--- config.mk ---
export PLATFORM = sky130hd
export DESIGN_NAME = i2c_regfile_target
export DESIGN_NICKNAME = d
export VERILOG_FILES = /design/src/rtl/i2c_rf_pkg.sv /design/src/rtl/i2c_bus_sync.sv /design/src/rtl/i2c_target_fsm.sv /design/src/rtl/regfile_bank.sv /design/src/rtl/i2c_regfile_target.sv
export SDC_FILE = /design/constraint.sdc
export NUM_CORES = 1
export LEC_CHECK = 0
export BUFFER_PORTS_ARGS = -buffer_cell sky130_fd_sc_hd__buf_2
export CORE_MARGIN = 1.5
export CORE_UTILIZATION = 23
export CTS_CLUSTER_DIAMETER = 200
export DETAILED_ROUTE_END_ITERATION = 8
export PLACE_DENSITY = 0.48
export SETUP_SLACK_MARGIN = 0.2
export SKIP_LAST_GASP = 1
export SLEW_MARGIN = 30
export SYNTH_ARGS = -nofsm -noshare
export SYNTH_HDL_FRONTEND = slang
export SYNTH_SLANG_ARGS = --single-unit
--- constraint.sdc ---
create_clock -name clk_i -period 2.2 [get_ports clk_i]
set_input_delay 0.22 -clock clk_i [delete_from_list [all_inputs] [get_ports clk_i]]
set_output_delay 0.22 -clock clk_i [all_outputs]
set_load 0.05 [all_outputs]
--- src/rtl/i2c_rf_pkg.sv ---
package i2c_rf_pkg;
  typedef enum logic [2:0] {
    ST_IDLE,
    ST_ADDR,
    ST_ACK,
    ST_RX,
    ST_TX,
    ST_MACK,
    ST_MFALL,
    ST_WAIT
  } tgt_state_e;
endpackage

--- src/rtl/i2c_bus_sync.sv ---
module i2c_bus_sync #(
  parameter int STAGES = 2
) (
  input  logic clk_i,
  input  logic rst_ni,
  input  logic scl_i,
  input  logic sda_i,
  output logic sda_o,
  output logic scl_rise_o,
  output logic scl_fall_o,
  output logic start_o,
  output logic stop_o
);
  localparam int LAST = STAGES - 1;

  logic [LAST:0] scl_ff, sda_ff;
  logic scl_q, sda_q, scl_s, sda_s;

  generate
    if (STAGES > 1) begin : g_chain
      always_ff @(posedge clk_i or negedge rst_ni) begin
        if (!rst_ni) begin
          scl_ff <= '1;
          sda_ff <= '1;
        end else begin
          scl_ff <= {scl_ff[LAST-1:0], scl_i};
          sda_ff <= {sda_ff[LAST-1:0], sda_i};
        end
      end
    end else begin : g_single
      always_ff @(posedge clk_i or negedge rst_ni) begin
        if (!rst_ni) begin
          scl_ff <= '1;
          sda_ff <= '1;
        end else begin
          scl_ff <= scl_i;
          sda_ff <= sda_i;
        end
      end
    end
  endgenerate

  assign scl_s = scl_ff[LAST];
  assign sda_s = sda_ff[LAST];

  always_ff @(posedge clk_i or negedge rst_ni) begin
    if (!rst_ni) begin
      scl_q <= 1'b1;
      sda_q <= 1'b1;
    end else begin
      scl_q <= scl_s;
      sda_q <= sda_s;
    end
  end

  assign sda_o      = sda_s;
  assign scl_rise_o = scl_s & ~scl_q;
  assign scl_fall_o = ~scl_s & scl_q;
  assign start_o    = scl_s & scl_q & sda_q & ~sda_s;
  assign stop_o     = scl_s & scl_q & ~sda_q & sda_s;
endmodule

--- src/rtl/i2c_target_fsm.sv ---
module i2c_target_fsm
  import i2c_rf_pkg::*;
(
  input  logic       clk_i,
  input  logic       rst_ni,
  input  logic [6:0] dev_addr_i,
  input  logic       sda_s_i,
  input  logic       scl_rise_i,
  input  logic       scl_fall_i,
  input  logic       start_i,
  input  logic       stop_i,
  input  logic [7:0] rd_data_i,
  output logic       sda_oe_o,
  output logic       match_o,
  output logic       wr_o,
  output logic [7:0] wr_data_o,
  output logic       rd_adv_o
);
  tgt_state_e st_q, st_d;
  logic [2:0] bit_q, bit_d;
  logic [7:0] sh_q, sh_d;
  logic       dir_q, dir_d;
  logic       ack_q, ack_d;
  logic       oe_q, oe_d;
  logic [7:0] byte_in;

  assign byte_in   = {sh_q[6:0], sda_s_i};
  assign wr_data_o = byte_in;
  assign sda_oe_o  = oe_q;

  always_comb begin
    st_d    = st_q;
    bit_d   = bit_q;
    sh_d    = sh_q;
    dir_d   = dir_q;
    ack_d   = ack_q;
    oe_d    = oe_q;
    match_o = 1'b0;
    wr_o    = 1'b0;
    rd_adv_o = 1'b0;
    if (stop_i) begin
      st_d  = ST_IDLE;
      oe_d  = 1'b0;
      ack_d = 1'b0;
    end else if (start_i) begin
      st_d  = ST_ADDR;
      bit_d = '0;
      oe_d  = 1'b0;
      ack_d = 1'b0;
    end else begin
      unique case (st_q)
        ST_ADDR, ST_RX: begin
          if (scl_rise_i) begin
            sh_d  = byte_in;
            bit_d = bit_q + 3'd1;
            if (bit_q == 3'd7) begin
              bit_d = '0;
              if (st_q == ST_ADDR) begin
                if (byte_in[7:1] == dev_addr_i) begin
                  match_o = 1'b1;
                  dir_d   = byte_in[0];
                  st_d    = ST_ACK;
                end else begin
                  st_d = ST_WAIT;
                end
              end else begin
                wr_o = 1'b1;
                st_d = ST_ACK;
              end
            end
          end
        end
        ST_ACK: begin
          if (scl_fall_i) begin
            if (!ack_q) begin
              ack_d = 1'b1;
              oe_d  = 1'b1;
            end else begin
              ack_d = 1'b0;
              bit_d = '0;
              if (dir_q) begin
                sh_d     = rd_data_i;
                rd_adv_o = 1'b1;
                oe_d     = ~rd_data_i[7];
                st_d     = ST_TX;
              end else begin
                oe_d = 1'b0;
                st_d = ST_RX;
              end
            end
          end
        end
        ST_TX: begin
          if (scl_fall_i) begin
            if (bit_q == 3'd7) begin
              oe_d  = 1'b0;
              bit_d = '0;
              st_d  = ST_MACK;
            end else begin
              sh_d  = {sh_q[6:0], 1'b0};
              oe_d  = ~sh_q[6];
              bit_d = bit_q + 3'd1;
            end
          end
        end
        ST_MACK: begin
          if (scl_rise_i) st_d = sda_s_i ? ST_WAIT : ST_MFALL;
        end
        ST_MFALL: begin
          if (scl_fall_i) begin
            sh_d     = rd_data_i;
            rd_adv_o = 1'b1;
            oe_d     = ~rd_data_i[7];
            bit_d    = '0;
            st_d     = ST_TX;
          end
        end
        default: ;
      endcase
    end
  end

  always_ff @(posedge clk_i or negedge rst_ni) begin
    if (!rst_ni) begin
      st_q  <= ST_IDLE;
      bit_q <= '0;
      sh_q  <= '0;
      dir_q <= 1'b0;
      ack_q <= 1'b0;
      oe_q  <= 1'b0;
    end else begin
      st_q  <= st_d;
      bit_q <= bit_d;
      sh_q  <= sh_d;
      dir_q <= dir_d;
      ack_q <= ack_d;
      oe_q  <= oe_d;
    end
  end
endmodule

--- src/rtl/regfile_bank.sv ---
module regfile_bank #(
  parameter int NREG = 16
) (
  input  logic              clk_i,
  input  logic              rst_ni,
  input  logic              match_i,
  input  logic              wr_i,
  input  logic [7:0]        wr_data_i,
  input  logic              rd_adv_i,
  output logic [7:0]        rd_data_o,
  output logic [NREG*8-1:0] regs_o
);
  localparam logic [8:0] LIMIT = 9'(NREG);

  logic [7:0] off_q, pos_q;
  logic       first_q;
  logic       in_range;

  assign in_range = {1'b0, pos_q} < LIMIT;

  always_ff @(posedge clk_i or negedge rst_ni) begin
    if (!rst_ni) begin
      off_q   <= '0;
      pos_q   <= '0;
      first_q <= 1'b1;
    end else if (match_i) begin
      first_q <= 1'b1;
      pos_q   <= off_q;
    end else if (wr_i) begin
      if (first_q) begin
        off_q   <= wr_data_i;
        pos_q   <= wr_data_i;
        first_q <= 1'b0;
      end else if (in_range) begin
        pos_q <= pos_q + 8'd1;
      end
    end else if (rd_adv_i && in_range) begin
      pos_q <= pos_q + 8'd1;
    end
  end

  generate
    for (genvar k = 0; k < NREG; k++) begin : g_cell
      logic [7:0] cell_q;
      always_ff @(posedge clk_i or negedge rst_ni) begin
        if (!rst_ni) cell_q <= '0;
        else if (wr_i && !match_i && !first_q && pos_q == 8'(k)) cell_q <= wr_data_i;
      end
      assign regs_o[k*8 +: 8] = cell_q;
    end
  endgenerate

  always_comb begin
    rd_data_o = '0;
    for (int k = 0; k < NREG; k++) begin
      if (pos_q == 8'(k)) rd_data_o = regs_o[k*8 +: 8];
    end
  end
endmodule

--- src/rtl/i2c_regfile_target.sv ---
module i2c_regfile_target #(
  parameter int NREG        = 16,
  parameter int SYNC_STAGES = 2
) (
  input  logic              clk_i,
  input  logic              rst_ni,
  input  logic [6:0]        dev_addr_i,
  input  logic              scl_i,
  input  logic              sda_i,
  output logic              sda_oe_o,
  output logic [NREG*8-1:0] regs_o,
  output logic              led_n_o
);
  logic       sda_s, scl_rise, scl_fall, start, stop;
  logic       match, wr_stb, rd_adv;
  logic [7:0] wr_data, rd_data;

  i2c_bus_sync #(.STAGES(SYNC_STAGES)) u_sync (
    .clk_i      (clk_i),
    .rst_ni     (rst_ni),
    .scl_i      (scl_i),
    .sda_i      (sda_i),
    .sda_o      (sda_s),
    .scl_rise_o (scl_rise),
    .scl_fall_o (scl_fall),
    .start_o    (start),
    .stop_o     (stop)
  );

  i2c_target_fsm u_fsm (
    .clk_i      (clk_i),
    .rst_ni     (rst_ni),
    .dev_addr_i (dev_addr_i),
    .sda_s_i    (sda_s),
    .scl_rise_i (scl_rise),
    .scl_fall_i (scl_fall),
    .start_i    (start),
    .stop_i     (stop),
    .rd_data_i  (rd_data),
    .sda_oe_o   (sda_oe_o),
    .match_o    (match),
    .wr_o       (wr_stb),
    .wr_data_o  (wr_data),
    .rd_adv_o   (rd_adv)
  );

  regfile_bank #(.NREG(NREG)) u_bank (
    .clk_i     (clk_i),
    .rst_ni    (rst_ni),
    .match_i   (match),
    .wr_i      (wr_stb),
    .wr_data_i (wr_data),
    .rd_adv_i  (rd_adv),
    .rd_data_o (rd_data),
    .regs_o    (regs_o)
  );

  assign led_n_o = ~regs_o[0];
endmodule

==> results of run 1 <==
## flip-flops by register name, indices dropped and copies added (netlist names)
name	count
u_bank.g_cell.cell_q	128
u_bank.off_q	8
u_bank.pos_q	8
u_fsm.sh_q	7
u_fsm.bit_q	3
u_fsm.st_q	3
u_sync.scl_ff	2
u_sync.sda_ff	2
u_bank.first_q	1
u_fsm.ack_q	1
u_fsm.dir_q	1
u_fsm.sda_oe_o	1
u_sync.scl_q	1
u_sync.sda_q	1
## logic make-up after synthesis
family / after synthesis
flip-flops: 167
buffers and inverters: 83
XOR/XNOR: 11
AND/OR/NAND/NOR: 237
AO/OA/AOI/OAI: 189
adder cells (fa/ha/maj): 6
multiplexers: 131
## power groups by stage
stage / sequential (W) / clock (W) / combinational [W]
after floorplan: 0.00328 / 0 / 0.000430
after global placement: 0.00331 / 0 / 0.000971
after detailed placement: 0.00331 / 0 / 0.000960
after CTS: 0.00325 / 0.00299 / 0.000986
after global routing: 0.00325 / 0.00314 / 0.00106
final: 0.00325 / 0.00292 / 0.000991
## path summary, 6_finish.rpt
check / start / to / slack [ns] / cells after the start
hold / removal: rst_ni / u_bank.g_cell[5].cell_q[3]$_DFFE_PN0P_ / 0.30 / 2
max in group asynchronous: rst_ni / u_sync.sda_ff[0]$_DFF_PN1_ / 1.21 / 3
hold reg to reg: u_sync.sda_ff[0]$_DFF_PN1_ / u_sync.sda_ff[1]$_DFF_PN1_ / 0.36 / 0
min in group clk_i: u_sync.sda_ff[0]$_DFF_PN1_ / u_sync.sda_ff[1]$_DFF_PN1_ / 0.36 / 0
setup / recovery: u_bank.pos_q[0]$_DFFE_PN0P_ / u_fsm.sh_q[2]$_DFFE_PN0P_ / -0.05 / 9
setup reg to reg: u_bank.pos_q[0]$_DFFE_PN0P_ / u_fsm.sh_q[2]$_DFFE_PN0P_ / -0.05 / 9
## routing by layer
metal | vias to the layer above | track usage | part of all wire
met2 | 252 | 0.287 | 0.46
met4 | 0 | 0.0439 | 0.011
met5 | - | 0 | 0
li1 | 3559 | - | -
met1 | 4065 | 0.272 | 0.48
met3 | 24 | 0.0275 | 0.048
## area by class of cell
type,instances,area share
flip-flops and latches,167,0.327
multi-input cells,576,0.382
repair buffers,322,0.194
clock inverters,13,0.00899
clock buffers,18,0.0343
inverters,25,0.00733
well taps,468,0.0457
## what timing repair did
action,4_1_cts,5_1_grt
resized for setup,114,122
pin swaps,26,46
endpoints found under the setup margin,143,143
setup buffers,25,16
cloned,4,2
hold buffers,3,0
hold endpoints to repair,49,0
## metrics by stage
stage               power [W]  hold slack [ns]  instances   util
CTS                   0.00722            0.297       1571  0.330
detailed placement    0.00427            0.205       1508  0.293
global route          0.00746            0.321       1589  0.349
global placement      0.00428            0.207       1508  0.293
floorplan             0.00371          -0.0756        824      -
finish                0.00716            0.295       1589  0.349
## cells in the final DEF (no fill, tap or decap), drive strengths merged, types with 5 or more instances in the layout
| master | synthesis | routed |
|---|---|---|
| clkinv | 0 | 6 |
| nor4 | 6 | 6 |
| a31oi | 9 | 9 |
| a21oi | 53 | 53 |
| inv | 25 | 31 |
| nor3 | 13 | 13 |
| and2 | 6 | 6 |
| mux2i | 12 | 12 |
| a22o | 5 | 5 |
| nand3b | 10 | 10 |
| xnor2 | 6 | 6 |
| nand2 | 97 | 97 |
| clkbuf | 41 | 19 |
| dfstp | 7 | 7 |
| o22ai | 13 | 13 |
| mux2 | 119 | 119 |
| ha | 6 | 6 |
| nor2b | 15 | 15 |
| buf | 17 | 318 |
| dfrtp | 160 | 160 |
| a221o | 5 | 5 |
| a211oi | 10 | 10 |
| nand3 | 23 | 25 |
| xor2 | 5 | 5 |
| nand2b | 12 | 12 |
| a22oi | 6 | 6 |
| a32oi | 9 | 9 |
| o21ai | 43 | 43 |
| nor2 | 33 | 33 |
==> results_dict.tcl, run 1 <==
set metrics [dict create \
    setup_ws_ns -0.0530 \
    power_frac_seq 0.454 \
    vias_per_cell 4.97 \
    post_drt_wl_per_cell_um 22.8 \
    path_delay_family "compound AO/OA/AOI/OAI gates" \
    slew_headroom 0.669 \
    synth_top_cell_by_area "dfrtp_1" \
    hpwl_mm 26.1 \
    firstDrtPassIters 5 \
    synth-seq-cells 167 \
    setup_viol 12 \
    crit_fanout 7 \
    grt_overflow 0 \
    grt_pass1_wl_mm 52.7 \
    ys_seq_area_frac 0.487 \
    period_share 1.02 \
    antenna_left 0 \
    syn_area_per_cell_um2 10.4 \
    post_dp_cell_area_um2 10800 \
    cellLeakagePower_nw 6.11 \
    row_count 70 \
    muxShareOfSynthArea 0.170 \
    clkPwrFrac 0.408 \
    core_um2 36700 \
    die_area_um2 38500 \
    synth_compound_area_frac 0.142 \
    cts_buffer_depth 2 \
    crit_buf_inv 2 \
    power_density_nw_per_um2 559 \
    synth_edf_count 0 \
    synth_area_um2 8590 \
    antennaDiodeCount 0 \
    register_area_um2 4190 \
    syn_inst 824 \
    syn_nets 841 \
    port_buffers 140 \
    clk_pin_slew_ns 0.07 \
    outcome "finished, violations left" \
    ys_types 71 \
    start_kind "register" \
    cp.arrival_ns 2.56 \
    yosys.area_share.simple 0.141 \
    endpoint_kind "register" \
    drc_errors 0 \
    synth_top_area_share 0.466 \
    cap_violations 0 \
    area_delta_synth_final_pct 49.0 \
    cpPeakStageDelay_ns 0.41 \
    start_util 0.234 \
    ir_worst_vdd_uv 501 \
    ys_async_sr_fraction 1.00 \
    swShare 0.311 \
    violations "setup timing" \
    vias 7900 \
    fin_setup_tns_ns -0.279 \
    grt_pass1_vias 7797 \
    synth_ff_type "dfrtp_1" \
    yosys_warnings 0 \
    nets 1126 \
    yosysMostFrequentCell "dfrtp_1" \
    max_freq_mhz 444 \
    pwr-share-comb 0.138 \
    power_switching_w 0.00223 \
    cts-htree-levels 4 \
    post-place-ws_ns -0.468 \
    yosys-top-cells-area "dfrtp_1 47%, mux2_2 15%, nand2_1 4.0%" \
    wl_mm 36.2 \
    grt_max_degree 51 \
    antenna_found_initial 0 \
    cts_buffers 17 \
    worstPathRequired_ns 2.51 \
    yosys-top-cells-count "160 x dfrtp_1, 118 x mux2_2, 92 x nand2_1, 53 x a21oi_1, 43 x o21ai_0" \
    path_class "reg2reg" \
    worst_pin_slew_ns 0.497 \
    design_area_um2 12800 \
    hp-class "in2async" \
    fin_skew_ns 0.0187 \
    clockRootBuffer "clkbuf_16" \
    die_y_um 196 \
    fin_crit_ns 2.25 \
    synth_adder_area_share 0.00873 \
    p_int_w 0.00493 \
    place.gp.congestion 0.881 \
    drive_above_1_share 0.533 \
    io_pins 141 \
    nFillCells 3705 \
    multiInputGateArea_um2 4900 \
    drt_iter0_drc 614 \
    clock_sinks 167 \
    synth_top_family_by_area "multiplexers" \
    crit_chain "buf_6, ha_4, buf_8, a21oi_1, a221oi_4, o211ai_1, a32oi_1, o21ai_1, a41oi_2" \
    cts_tree "yes" \
    slew_viol_final 0 \
    grt_usage 0.186 \
    fp.dieW_um 196 \
    rsz0062_at_grt "yes" \
    clock_latency_ns 0.45 \
    synth_xor_area_frac 0.0112 \
    crit_slowest_cell "dfrtp_1" \
    hold_viol 0 \
]
No activity file was read; power rests on OpenSTA's default activity.
==> inputs of run 2 (changes only) <==
--- a/config.mk
+++ b/config.mk
@@ -11,7 +11,6 @@
 export CTS_CLUSTER_DIAMETER = 200
 export DETAILED_ROUTE_END_ITERATION = 8
 export PLACE_DENSITY = 0.48
-export SETUP_SLACK_MARGIN = 0.2
 export SKIP_LAST_GASP = 1
 export SLEW_MARGIN = 30
 export SYNTH_ARGS = -nofsm -noshare
==> run 2 against run 1 <==
Non-clock buffer count shrank 11. Highest routed layer unchanged. Wire length is 2.1% lower. First-iteration DRC count up 0.81%. The run still ends with setup timing left. Combinational power hardly changed. Worst setup slack lost 0.061 ns. Utilization is 1.8 points lower. Largest cell class unchanged. Clock power is 4% higher. Hold slack got worse by 0.052 ns. Critical path type unchanged. Sequential share of layout area rose by 1.8 points. Critical path depth rose by 1.
==> results_dict.tcl, run 2 (synthesis results as in run 1) <==
set metrics [dict create \
    outcome "finished, violations left" \
    violations "setup timing" \
    post_dp_cell_area_um2 10800 \
    power_density_nw_per_um2 597 \
    grt_overflow 0 \
    antenna_left 0 \
    core_um2 36700 \
    start_util 0.234 \
    clkPwrFrac 0.419 \
    path_class "reg2reg" \
    cellLeakagePower_nw 5.92 \
    clk_pin_slew_ns 0.07 \
    io_pins 141 \
    period_share 1.05 \
    drive_above_1_share 0.502 \
    wl_mm 35.4 \
    clock_sinks 167 \
    cts_buffers 17 \
    hp-class "in2async" \
    setup_ws_ns -0.114 \
    grt_usage 0.184 \
    worst_pin_slew_ns 0.419 \
    setup_viol 4 \
    antennaDiodeCount 0 \
    power_frac_seq 0.445 \
    endpoint_kind "register" \
    port_buffers 140 \
    firstDrtPassIters 7 \
    largest_reg_flops 128 \
    top_register "u_bank.g_cell.cell_q" \
    cts_buffer_depth 2 \
    die_area_um2 38500 \
    cts-htree-levels 4 \
    hold_viol 0 \
    clock_latency_ns 0.44 \
    crit_fanout 6 \
    area_delta_synth_final_pct 41.3 \
    fin_cells 1577 \
    r2r_cells 10 \
    mostFrequentLayoutCells "160 x dfrtp_1, 145 x buf_4, 140 x buf_2" \
    slew_viol_final 0 \
    clockRootBuffer "clkbuf_16" \
    use_met1 0.268 \
    fin_crit_ns 2.31 \
    grt_max_degree 64 \
    vias_per_cell 4.90 \
    ir_worst_vdd_uv 534 \
    reg_top3 "u_bank.g_cell.cell_q: 128 flops, u_bank.off_q: 8 flops, u_bank.pos_q: 8 flops" \
    row_count 70 \
    power_switching_w 0.00220 \
    pwr-share-comb 0.137 \
    vias 7732 \
    fin_skew_ns 0.0172 \
    grt_use_met3 0.0335 \
    grt_use_met2 0.282 \
    cap_violations 0 \
    grt_pass1_vias 7692 \
    worstPathRequired_ns 2.49 \
    fp.dieW_um 196 \
    rsz0062_at_grt "yes" \
    design_area_um2 12100 \
    cts_tree "yes" \
    slew_headroom 0.718 \
    die_y_um 196 \
    start_kind "register" \
    p_int_w 0.00505 \
    drc_errors 0 \
    mostFrequentLayoutCell "dfrtp_1" \
    placed_cells 1521 \
    nets 1113 \
    cp.arrival_ns 2.61 \
    max_freq_mhz 432 \
    drt_iter0_drc 619 \
    place.gp.congestion 0.900 \
    grt-busiest-layer "met2" \
    antenna_found_initial 1 \
    swShare 0.303 \
    post_drt_wl_per_cell_um 22.5 \
    post-place-ws_ns -0.463 \
    grt_pass1_wl_mm 52.1 \
    hpwl_mm 26.4 \
]
[run 2: power groups by stage]
stage	logic [W]	registers, W	clock network, W
after floorplan	0.000429	0.00327	0
after global placement	0.000985	0.00329	0
after detailed placement	0.000981	0.00329	0
after CTS	0.000990	0.00323	0.00311
after global routing	0.00106	0.00323	0.00324
final	0.000992	0.00322	0.00303
[run 2: final timing paths]
kind                                              from                                endpoint  slack, ns
max                        u_bank.pos_q[6]$_DFFE_PN0P_               u_fsm.sh_q[2]$_DFFE_PN0P_      -0.11
min                                             rst_ni  u_bank.g_cell[6].cell_q[6]$_DFFE_PN0P_       0.24
max reg2reg                u_bank.pos_q[6]$_DFFE_PN0P_               u_fsm.sh_q[2]$_DFFE_PN0P_      -0.11
min reg2reg                 u_sync.scl_ff[0]$_DFF_PN1_              u_sync.scl_ff[1]$_DFF_PN1_       0.35
max in group asynchronous                       rst_ni                  u_sync.scl_q$_DFF_PN1_       1.23
min in group clk_i          u_sync.scl_ff[0]$_DFF_PN1_              u_sync.scl_ff[1]$_DFF_PN1_       0.35
[run 2: area by class of cell]
| type | instances | area [um2] |
|---|---|---|
| Clock inverter | 13 | 136 |
| Clock buffer | 19 | 443 |
| Sequential cell | 167 | 4190 |
| Inverter | 25 | 93.8 |
| Timing Repair Buffer | 311 | 2170 |
| Multi-Input combinational cell | 574 | 4530 |
| Fill cell | 3752 | 24600 |
| Tap cell | 468 | 586 |
[run 2: critical path, stage by stage (launching register included)]
cell and delay, ns:
dfrtp_1 0.38, buf_4 0.15, nor4_4 0.32, buf_4 0.22, buf_6 0.13, o311ai_1 0.10, buf_4 0.17, o211ai_1 0.17
a32oi_2 0.23, o21ai_2 0.20, a41oi_2 0.11
[run 2: per-stage QoR]
step            util  hold slack [ns]  total power (W)  setup TNS (ns)
3_5_place_dp   0.295            0.155          0.00427           -3.80
4_1_cts        0.323            0.256          0.00733          -0.821
6_report       0.331            0.243          0.00725          -0.267
5_1_grt        0.331            0.273          0.00753          -0.524
2_1_floorplan      -          -0.0756          0.00370               0
3_3_place_gp   0.295            0.155          0.00427           -2.61
[run 2: timing repair]
action,CTS,global route
gates cloned,1,0
resized for setup,69,59
pin swaps,19,34
endpoints found under the setup margin,56,75
hold buffers,3,0
buffers inserted,15,7
endpoints found under the hold margin,37,0
[run 2: layer usage]
layer,wire length [um],share of wire,vias to the layer above
met5,0,0,-
met4,446,0.013,0
met3,1800,0.051,34
met2,16000,0.45,246
met1,17200,0.49,3916
li1,-,-,3536
==> inputs of run 3 (changes only) <==
--- a/config.mk
+++ b/config.mk
@@ -8,6 +8,7 @@
 export BUFFER_PORTS_ARGS = -buffer_cell sky130_fd_sc_hd__buf_2
 export CORE_MARGIN = 1.5
 export CORE_UTILIZATION = 23
+export CTS_BUF_LIST = sky130_fd_sc_hd__clkbuf_4 sky130_fd_sc_hd__clkbuf_8
 export CTS_CLUSTER_DIAMETER = 200
 export DETAILED_ROUTE_END_ITERATION = 8
 export PLACE_DENSITY = 0.48
==> run 3 against run 2 <==
The run still ends with setup timing left. Utilization down 0.40 points. Sequential power barely moved. Critical path depth rose by 1. Die area unchanged. Power down 10%.
==> results_dict.tcl, run 3 (synthesis results as in run 1) <==
set metrics [dict create \
    max_freq_mhz 435 \
    firstDrtPassIters 5 \
    row_count 70 \
    die_area_um2 38500 \
    rrSetupSlack_ns -0.1 \
    grt_pass1_wl_mm 52.2 \
    period_share 1.04 \
    whs_ns 0.202 \
    start_kind "register" \
    cts_buffer_depth 2 \
    grt_overflow 0 \
    cts_tree "yes" \
    port_buffers 140 \
    top_register "u_bank.g_cell.cell_q" \
    largest_reg_flops 128 \
    vias_per_cell 4.85 \
    drive_above_1_share 0.503 \
    antenna_found_initial 0 \
    r2r_end "u_fsm.sh_q[4]$_DFFE_PN0P_" \
    fin_skew_ns 0.0249 \
    clock_latency_ns 0.48 \
    grt_pass1_vias 7670 \
    cts-htree-levels 4 \
    worst_pin_slew_ns 0.462 \
    antenna_left 0 \
    mostFrequentLayoutCells "160 x dfrtp_1, 146 x buf_4, 140 x buf_2" \
    grt_usage 0.185 \
    violations "setup timing" \
    endpoint_kind "register" \
    fp.dieW_um 196 \
    rsz0062_at_grt "yes" \
    fin_cells 1583 \
    r2r_cells 11 \
    hpwl_mm 26.4 \
    placed_cells 1521 \
    setup_viol 5 \
    drt_iter0_drc 700 \
    post-place-ws_ns -0.463 \
    slew_viol_final 0 \
    crit_start "u_bank.pos_q[6]$_DFFE_PN0P_" \
    design_area_um2 12000 \
    power_density_nw_per_um2 542 \
    die_y_um 196 \
    post_drt_wl_per_cell_um 22.4 \
    clk_pin_slew_ns 0.10 \
    setup_ws_ns -0.0975 \
    hp-class "in2async" \
    nets 1119 \
    hold_viol 0 \
    mostFrequentLayoutCell "dfrtp_1" \
    clockRootBuffer "clkbuf_8" \
    area_delta_synth_final_pct 39.6 \
    drc_errors 0 \
    post_dp_cell_area_um2 10800 \
    cp.arrival_ns 2.68 \
    wl_mm 35.5 \
    cellLeakagePower_nw 5.86 \
    antennaDiodeCount 0 \
    finish.utilization 0.327 \
    slew_headroom 0.691 \
    path_class "reg2reg" \
    nFillCells 3776 \
    worstPathRequired_ns 2.59 \
    ir_worst_vdd_uv 338 \
    vias 7684 \
    fin_crit_ns 2.30 \
    cts_buffers 17 \
    cap_violations 0 \
    start_util 0.234 \
    grt_max_degree 64 \
    outcome "finished, violations left" \
    crit_fanout 6 \
    clock_sinks 167 \
    io_pins 141 \
    core_um2 36700 \
    reg_top3 "u_bank.g_cell.cell_q: 128 flops, u_bank.off_q: 8 flops, u_bank.pos_q: 8 flops" \
    place.gp.congestion 0.900 \
    reg2reg_from "u_bank.pos_q[6]$_DFFE_PN0P_" \
    crit_end "u_fsm.sh_q[4]$_DFFE_PN0P_" \
]
==> run 3: stage by stage <==
stage               setup TNS, ns  total power [W]
finish                     -0.335          0.00651
global route               -0.768          0.00679
CTS                        -0.831          0.00657
detailed placement          -3.80          0.00427
global placement            -2.61          0.00427
floorplan                       0          0.00370
==> run 3: area by class of cell <==
class                   count  area, um2  area share
inverters                  25       93.8     0.00782
flip-flops and latches    167       4190       0.349
repair buffers            317       2220       0.185
clock inverters            13        136      0.0114
multi-input cells         574       4520       0.377
well taps                 468        586      0.0488
clock buffers              19        255      0.0213
==> run 3: worst min-delay path by stage <==
stage | from | to | slack, ns | cells after the start
after floorplan | rst_ni | u_bank.g_cell[0].cell_q[0]$_DFFE_PN0P_ | -0.08 | 0
after detailed placement | rst_ni | u_bank.g_cell[6].cell_q[6]$_DFFE_PN0P_ | 0.15 | 1
after global placement | rst_ni | u_bank.g_cell[6].cell_q[6]$_DFFE_PN0P_ | 0.16 | 1
final | rst_ni | u_bank.g_cell[6].cell_q[6]$_DFFE_PN0P_ | 0.20 | 2
after global routing | rst_ni | u_bank.g_cell[6].cell_q[6]$_DFFE_PN0P_ | 0.21 | 2
after CTS | rst_ni | u_bank.g_cell[6].cell_q[6]$_DFFE_PN0P_ | 0.20 | 2
==> run 3: where the power goes <==
group	internal [W]	switching [W]	leakage, nW
clock network	0.000974	0.00132	0.196
registers	0.00315	0.0000701	2.29
logic	0.000272	0.000722	3.37
==> run 3: worst max-delay path, stage by stage, from the launching register on <==
cell,delay (ns)
dfrtp_1,0.40
buf_6,0.13
nor4_4,0.31
buf_4,0.20
buf_4,0.16
buf_4,0.12
and3_1,0.20
buf_4,0.13
a21oi_1,0.07
o21ai_2,0.18
o31ai_4,0.11
a31oi_1,0.21
==> run 3: per-layer routing <==
metal,GRT usage,part of all wire,up-vias
li1,-,-,3541
met4,0.0430,0.011,0
met3,0.0339,0.051,26
met2,0.283,0.45,217
met1,0.269,0.49,3900
met5,0,0,-
==> run 3: what timing repair did <==
item                                    CTS  global route
gates resized for setup                  72            65
endpoints found under the setup margin   56            77
pin swaps                                24            30
hold endpoints to repair                 54             0
buffers inserted                         15            13
hold buffers                              3             0
cloned                                    1             0
